===== src/rtl/mw_pkg.sv =====
package mw_pkg;
  localparam logic [2:0] OP_READ  = 3'd0;
  localparam logic [2:0] OP_WRITE = 3'd1;
  localparam logic [2:0] OP_ERASE = 3'd2;
  localparam logic [2:0] OP_WEN   = 3'd3;
  localparam logic [2:0] OP_WDIS  = 3'd4;
  localparam logic [2:0] OP_WALL  = 3'd5;
  localparam logic [2:0] OP_EALL  = 3'd6;
  localparam logic [2:0] OP_NONE  = 3'd7;

  typedef enum logic [2:0] {
    S_IDLE, S_LOW, S_HIGH, S_GAP, S_POLL
  } seq_state_e;
endpackage


===== src/rtl/mw_cycle_timer.sv =====
module mw_cycle_timer #(
  parameter int W = 4
) (
  input  logic         clk,
  input  logic         rst,
  input  logic         load,
  input  logic [W-1:0] value,
  output logic         zero
);
  logic [W-1:0] cnt;

  always_ff @(posedge clk) begin
    if (rst)              cnt <= '0;
    else if (load)        cnt <= value;
    else if (cnt != '0)   cnt <= cnt - 1'b1;
  end

  assign zero = (cnt == '0);
endmodule


===== src/rtl/mw_tx_shift.sv =====
module mw_tx_shift #(
  parameter int FW = 27
) (
  input  logic          clk,
  input  logic          rst,
  input  logic          load,
  input  logic [FW-1:0] frame,
  input  logic          shift,
  input  logic          clear,
  output logic          bit_o
);
  logic [FW-1:0] sr;

  always_ff @(posedge clk) begin
    if (rst || clear) sr <= '0;
    else if (load)    sr <= frame;
    else if (shift)   sr <= {sr[FW-2:0], 1'b0};
  end

  assign bit_o = sr[FW-1];
endmodule


===== src/rtl/mw_rx_deser.sv =====
module mw_rx_deser #(
  parameter int DW = 16
) (
  input  logic          clk,
  input  logic          rst,
  input  logic          cap,
  input  logic          bit_i,
  output logic [DW-1:0] word_o,
  output logic          valid_o
);
  localparam int BW = $clog2(DW);

  logic [DW-1:0] sh;
  logic [BW-1:0] nbit;

  always_ff @(posedge clk) begin
    if (rst) begin
      sh      <= '0;
      nbit    <= '0;
      word_o  <= '0;
      valid_o <= 1'b0;
    end else begin
      valid_o <= 1'b0;
      if (cap) begin
        sh <= {sh[DW-2:0], bit_i};
        if (nbit == BW'(DW - 1)) begin
          nbit    <= '0;
          word_o  <= {sh[DW-2:0], bit_i};
          valid_o <= 1'b1;
        end else begin
          nbit <= nbit + 1'b1;
        end
      end
    end
  end
endmodule


===== src/rtl/mw_host.sv =====
module mw_host
  import mw_pkg::*;
#(
  parameter int AW       = 7,
  parameter int DW       = 16,
  parameter int CW       = 8,
  parameter int THIGH    = 4,
  parameter int TLOW     = 4,
  parameter int TCSL     = 8,
  parameter int POLL_MAX = 200000
) (
  input  logic          clk,
  input  logic          rst,
  input  logic          req_valid,
  input  logic [2:0]    req_op,
  input  logic [AW-1:0] req_addr,
  input  logic [DW-1:0] req_wdata,
  input  logic [CW-1:0] req_count,
  output logic          busy,
  output logic          done,
  output logic [DW-1:0] rd_data,
  output logic          rd_valid,
  output logic          err_timeout,
  output logic          ee_cs,
  output logic          ee_sk,
  output logic          ee_di,
  input  logic          ee_do
);
  localparam int HDR   = AW + 4;
  localparam int FW    = HDR + DW;
  localparam int CLKW  = $clog2(HDR + DW * (2 ** CW)) + 1;
  localparam int PMAXV = (THIGH > TLOW) ? ((THIGH > TCSL) ? THIGH : TCSL)
                                        : ((TLOW > TCSL) ? TLOW : TCSL);
  localparam int PW    = $clog2(PMAXV + 1);
  localparam int QW    = $clog2(POLL_MAX + 1);

  seq_state_e      st;
  logic            is_read, need_poll;
  logic [CLKW-1:0] clk_idx, clk_last, last_req;
  logic [HDR-1:0]  hdr;
  logic [DW-1:0]   data_part;
  logic [CW:0]     words;
  logic            accept, is_last, ph_load, ph_zero, pl_load, pl_zero;
  logic            poll_exit, cap, sh_step, sh_clr;
  logic [PW-1:0]   ph_val;

  assign accept    = (st == S_IDLE) && req_valid && (req_op != OP_NONE);
  assign is_last   = (clk_idx == clk_last);
  assign poll_exit = (st == S_POLL) && (ee_do || pl_zero);

  // frame header and length for the request on the inputs
  always_comb begin
    case (req_op)
      OP_READ:  hdr = {3'b110, 1'b0, req_addr};
      OP_WRITE: hdr = {3'b101, 1'b0, req_addr};
      OP_ERASE: hdr = {3'b111, 1'b0, req_addr};
      OP_WEN:   hdr = {3'b100, 2'b11, {(AW-1){1'b0}}};
      OP_WDIS:  hdr = {3'b100, 2'b00, {(AW-1){1'b0}}};
      OP_WALL:  hdr = {3'b100, 2'b01, {(AW-1){1'b0}}};
      OP_EALL:  hdr = {3'b100, 2'b10, {(AW-1){1'b0}}};
      default:  hdr = '0;
    endcase
    words     = (req_count == '0) ? (CW+1)'(1) : {1'b0, req_count};
    data_part = (req_op == OP_WRITE || req_op == OP_WALL) ? req_wdata : '0;
    if (req_op == OP_READ)
      last_req = CLKW'(HDR) + CLKW'(words) * CLKW'(DW) - 1'b1;
    else if (req_op == OP_WRITE || req_op == OP_WALL)
      last_req = CLKW'(FW - 1);
    else
      last_req = CLKW'(HDR - 1);
  end

  // phase length selection
  always_comb begin
    ph_load = 1'b0;
    ph_val  = '0;
    case (st)
      S_IDLE: if (accept)  begin ph_load = 1'b1; ph_val = PW'(TLOW - 1);  end
      S_LOW:  if (ph_zero) begin ph_load = 1'b1; ph_val = PW'(THIGH - 1); end
      S_HIGH: if (ph_zero) begin
        ph_load = 1'b1;
        ph_val  = is_last ? PW'(TCSL - 1) : PW'(TLOW - 1);
      end
      S_POLL: if (poll_exit) begin ph_load = 1'b1; ph_val = PW'(TCSL - 1); end
      default: ;
    endcase
  end

  assign pl_load = (st == S_GAP) && ph_zero && need_poll;
  assign cap     = (st == S_HIGH) && ph_zero && is_read && (clk_idx >= CLKW'(HDR));
  assign sh_step = (st == S_HIGH) && ph_zero && !is_last;
  assign sh_clr  = (st == S_HIGH) && ph_zero && is_last;

  always_ff @(posedge clk) begin
    if (rst) begin
      st          <= S_IDLE;
      ee_cs       <= 1'b0;
      ee_sk       <= 1'b0;
      busy        <= 1'b0;
      done        <= 1'b0;
      err_timeout <= 1'b0;
      clk_idx     <= '0;
      clk_last    <= '0;
      is_read     <= 1'b0;
      need_poll   <= 1'b0;
    end else begin
      done <= 1'b0;
      case (st)
        S_IDLE: if (accept) begin
          st          <= S_LOW;
          ee_cs       <= 1'b1;
          busy        <= 1'b1;
          err_timeout <= 1'b0;
          clk_idx     <= '0;
          clk_last    <= last_req;
          is_read     <= (req_op == OP_READ);
          need_poll   <= (req_op == OP_WRITE) || (req_op == OP_ERASE) ||
                         (req_op == OP_WALL)  || (req_op == OP_EALL);
        end
        S_LOW: if (ph_zero) begin
          ee_sk <= 1'b1;
          st    <= S_HIGH;
        end
        S_HIGH: if (ph_zero) begin
          ee_sk <= 1'b0;
          if (is_last) begin
            ee_cs <= 1'b0;
            st    <= S_GAP;
          end else begin
            clk_idx <= clk_idx + 1'b1;
            st      <= S_LOW;
          end
        end
        S_GAP: if (ph_zero) begin
          if (need_poll) begin
            ee_cs <= 1'b1;
            st    <= S_POLL;
          end else begin
            busy <= 1'b0;
            done <= 1'b1;
            st   <= S_IDLE;
          end
        end
        S_POLL: if (poll_exit) begin
          ee_cs       <= 1'b0;
          need_poll   <= 1'b0;
          err_timeout <= !ee_do;
          st          <= S_GAP;
        end
        default: st <= S_IDLE;
      endcase
    end
  end

  mw_cycle_timer #(.W(PW)) u_phase (
    .clk(clk), .rst(rst), .load(ph_load), .value(ph_val), .zero(ph_zero)
  );

  mw_cycle_timer #(.W(QW)) u_poll (
    .clk(clk), .rst(rst), .load(pl_load), .value(QW'(POLL_MAX - 1)), .zero(pl_zero)
  );

  mw_tx_shift #(.FW(FW)) u_tx (
    .clk(clk), .rst(rst), .load(accept), .frame({hdr, data_part}),
    .shift(sh_step), .clear(sh_clr), .bit_o(ee_di)
  );

  mw_rx_deser #(.DW(DW)) u_rx (
    .clk(clk), .rst(rst), .cap(cap), .bit_i(ee_do),
    .word_o(rd_data), .valid_o(rd_valid)
  );
endmodule


===== config.mk =====
export PLATFORM = sky130hd
export DESIGN_NAME = mw_host
export DESIGN_NICKNAME = d
export VERILOG_FILES = /design/src/rtl/mw_pkg.sv /design/src/rtl/mw_cycle_timer.sv /design/src/rtl/mw_tx_shift.sv /design/src/rtl/mw_rx_deser.sv /design/src/rtl/mw_host.sv
export SDC_FILE = /design/constraint.sdc
export NUM_CORES = 1
export LEC_CHECK = 0
export ABC_AREA = 1
export BUFFER_PORTS_ARGS = -buffer_cell sky130_fd_sc_hd__buf_2
export CAP_MARGIN = 0
export CELL_PAD_IN_SITES_DETAIL_PLACEMENT = 1
export CELL_PAD_IN_SITES_GLOBAL_PLACEMENT = 2
export CORE_ASPECT_RATIO = 2
export CORE_MARGIN = 3
export CORE_UTILIZATION = 37
export CTS_BUF_LIST = sky130_fd_sc_hd__clkbuf_8
export CTS_CLUSTER_DIAMETER = 30
export DETAILED_ROUTE_END_ITERATION = 16
export PLACE_DENSITY = 0.84
export SETUP_SLACK_MARGIN = 0.3
export SLEW_MARGIN = 40
export SYNTH_ARGS = -nofsm -noshare
export SYNTH_HDL_FRONTEND = slang
export SYNTH_SLANG_ARGS = --single-unit

===== constraint.sdc =====
create_clock -name clk -period 2.53 [get_ports clk]
set_input_delay 0.3795 -clock clk [delete_from_list [all_inputs] [get_ports clk]]
set_output_delay 0.3795 -clock clk [all_outputs]
set_load 0.005 [all_outputs]

==> metrics.yaml <==
synth_seq_cells: 118
grt-ovfl-total: 0
power_mw: 6.50
synth_area_leaders: "dfxtp_1 (39%), nand2_1 (16%), nor2_1 (7.3%)"
drive_above_1_share_pct: 18.3
drtIter0Drc: 85
grt_max_degree: 39
n_antenna_cell: 0
setup_viol: 0
cts_hold_buf: 0
antenna_found_initial: 0
min_period_ns: 2.00
port_buffers: 60
vias: 5716
postSynth.asyncResetShare_pct: 0
dieArea_mm2: 0.0179
crit_buf_inv: 2
period_share_pct: 79.1
wire_per_inst_um: 15.6
ys_seq_area_share_pct: 39.3
endpoint_kind: "flip-flop"
via_per_inst: 5.08
grt_pass1_wl_um: 28800
num_rows: 65
post_cts.repair.setup_buffers: 0
synth_edf_count: 0
cp_max_fo: 20
crit_path_max_incr_delay_ns: 0.49
drt-pass1-iter-count: 4
synth_area_mm2: 0.00601
cts-resized-gates: 0
critical_path_arrival_ns: 2.37
r2r_cells: 8
finClkSkew_ns: 0.0145
top_usage_layer: "met2"
hold_path_depth: 3
clock_path_buffers: 2
cts.sink_count: 118
critPathTopFamily: "simple AND/OR/NAND/NOR gates"
rsz0062_at_grt: "false"
ir_drop_uv: 464
worstSetupStartpointType: "flip-flop"
ys.flop_type: "dfxtp_1"
nNetsFinal: 956
dp_hpwl_um: 13100
root_buffer: "clkbuf_8"
grt_pass1_vias: 6131
synthCells: 857
nFillCells: 2103
p_per_area_mw_per_mm2: 950
area_growth_pct: 13.9
avgSynthCellArea_um2: 7.01
worstSkewPairLatency_ns: 0.44
grt_util_met1_pct: 19.1
path_cells: "nand3_4, nor2_8, inv_2, nor2_4, nand2_2, inv_6, nand2_1, a21oi_1"
cap_violations: 0
cts_tree: "built"
synth_top_cells_by_count: "nand2_1 (255), dfxtp_1 (118), nor2_1 (117), nand3_1 (59), inv_1 (57)"
cts_htree_levels: 4
cts.clk_slew.worst_paths_ns: 0.07
crit_required_ns: 2.90
synth_most_common_cell: "nand2_1"
start_util_pct: 37.9
hold_viol_final: 0
cp.depth: 8
grtUsageTotal_pct: 20.7
placed_cells: 1094
fin_util_pct: 43.1
use_met2_pct: 41.2
io_pins: 61
worst-setup-path-type: "flip-flop to flip-flop"
status: "completed"
cts-buffers-inserted: 17
synth_cell_type_count: 40
grt_util_met3_pct: 3.34
yosysTopAreaCell: "dfxtp_1"
max_freq_ghz: 0.500
hold_path.class: "primary input to flip-flop"
netlist.area_leader.share_pct: 39.3
die_w_um: 96.1
worst_pin_slew_ns: 0.547
seq_area_mm2: 0.00236
core-area_mm2: 0.0159
multi_input_area_mm2: 0.00315
place_congestion: 0.820
drc: 0
synth_nets: 901
ys_warn_count: 0
wirelength_um: 17500
final.setup.tns_ns: 0
final_antenna_net_count: 0
p_leak_nw: 2.96
slowest_stage: "dfxtp_1"
die_h_um: 186
slew_headroom_pct: 63.1
final_cell_count_no_fill: 1126
slew_viol_final: 0
[layout make-up]
type	count	area share [%]
Clock buffer	18	3.62
Timing Repair Buffer	71	5.96
Multi-Input combinational cell	636	46.1
Clock inverter	14	2.36
Tap cell	201	3.68
Inverter	68	3.80
Sequential cell	118	34.5
[registers in the layout, indices dropped and copies added, names as in the netlist]
name          flops
ee_sk             1
is_read           1
clk_idx          14
u_rx.sh          15
need_poll         1
busy              1
u_poll.cnt       18
u_tx.sr          27
st                3
u_rx.valid_o      1
u_rx.word_o      16
err_timeout       1
u_phase.cnt       4
done              1
ee_cs             1
u_rx.nbit         4
clk_last          9
[worst paths after layout]
kind	from	endpoint	slack, ns
setup reg to reg	st[1]	u_rx.nbit[2]	0.53
setup / recovery	st[1]	u_rx.nbit[2]	0.53
hold / removal	req_wdata[0]	u_tx.sr[0]	0.20
hold reg to reg	u_rx.word_o[9]	u_rx.word_o[9]	0.44
[metal layers]
metal / routed length [um] / vias to the layer above
met5: 0 / -
met4: 782 / 0
met3: 397 / 43
met2: 10000 / 90
met1: 6320 / 2734
li1: - / 2849
[worst register-to-register path, stage by stage, from the launching register on]
cell     delay (ns)
dfxtp_1        0.49
nand3_4        0.29
nor2_8         0.24
inv_2          0.07
nor2_4         0.13
nand2_2        0.27
inv_6          0.25
nand2_1        0.08
a21oi_1        0.11
[per-stage QoR]
step / hold slack [ns] / worst slack, ns / instance area [um2]
after floorplan: 0.427 / 0.916 / 6010
after global placement: 0.425 / 0.560 / 6430
after detailed placement: 0.428 / 0.486 / 6430
after CTS: 0.175 / 0.477 / 6840
after global routing: 0.200 / 0.332 / 6840
final: 0.202 / 0.530 / 6840
[logic make-up after synthesis]
kind of cell / count (synthesis) / synth area share [%]
and+or+nand+nor: 496 / 37.3
DFF: 118 / 39.3
AOI/OAI and AO/OA: 113 / 10.9
buffers and inverters: 103 / 8.19
xor gates and xnor gates: 21 / 3.06
adders and majority gates: 6 / 1.25
[power breakdown]
group          switching, mW  internal, mW  leakage (nW)  total (mW)
Clock                  0.818         0.991         0.207        1.81
Combinational           1.58         0.793          1.80        2.37
Sequential             0.210          2.11         0.957        2.32
Total                   2.60          3.90          2.96        6.50
[placed cells by master, fill, tap and decap left out, types with 3 or more instances in the layout]
cell / instances
clkbuf_8: 18
o22ai_1: 6
o21ai_0: 41
buf_2: 60
nand2_1: 255
nand3_2: 22
clkinvlp_4: 3
inv_2: 9
xor2_1: 17
nor3_1: 12
ha_1: 6
a21oi_1: 41
clkinv_2: 3
nor2_1: 117
nand3_1: 59
nand4_1: 8
nand2_2: 3
nor2_4: 4
inv_1: 59
bufinv_16: 3
xnor2_1: 4
dfxtp_1: 118
a21oi_2: 19
or2_2: 3
buf_4: 9
clkinv_4: 3
(Power assumes the default switching activity.)
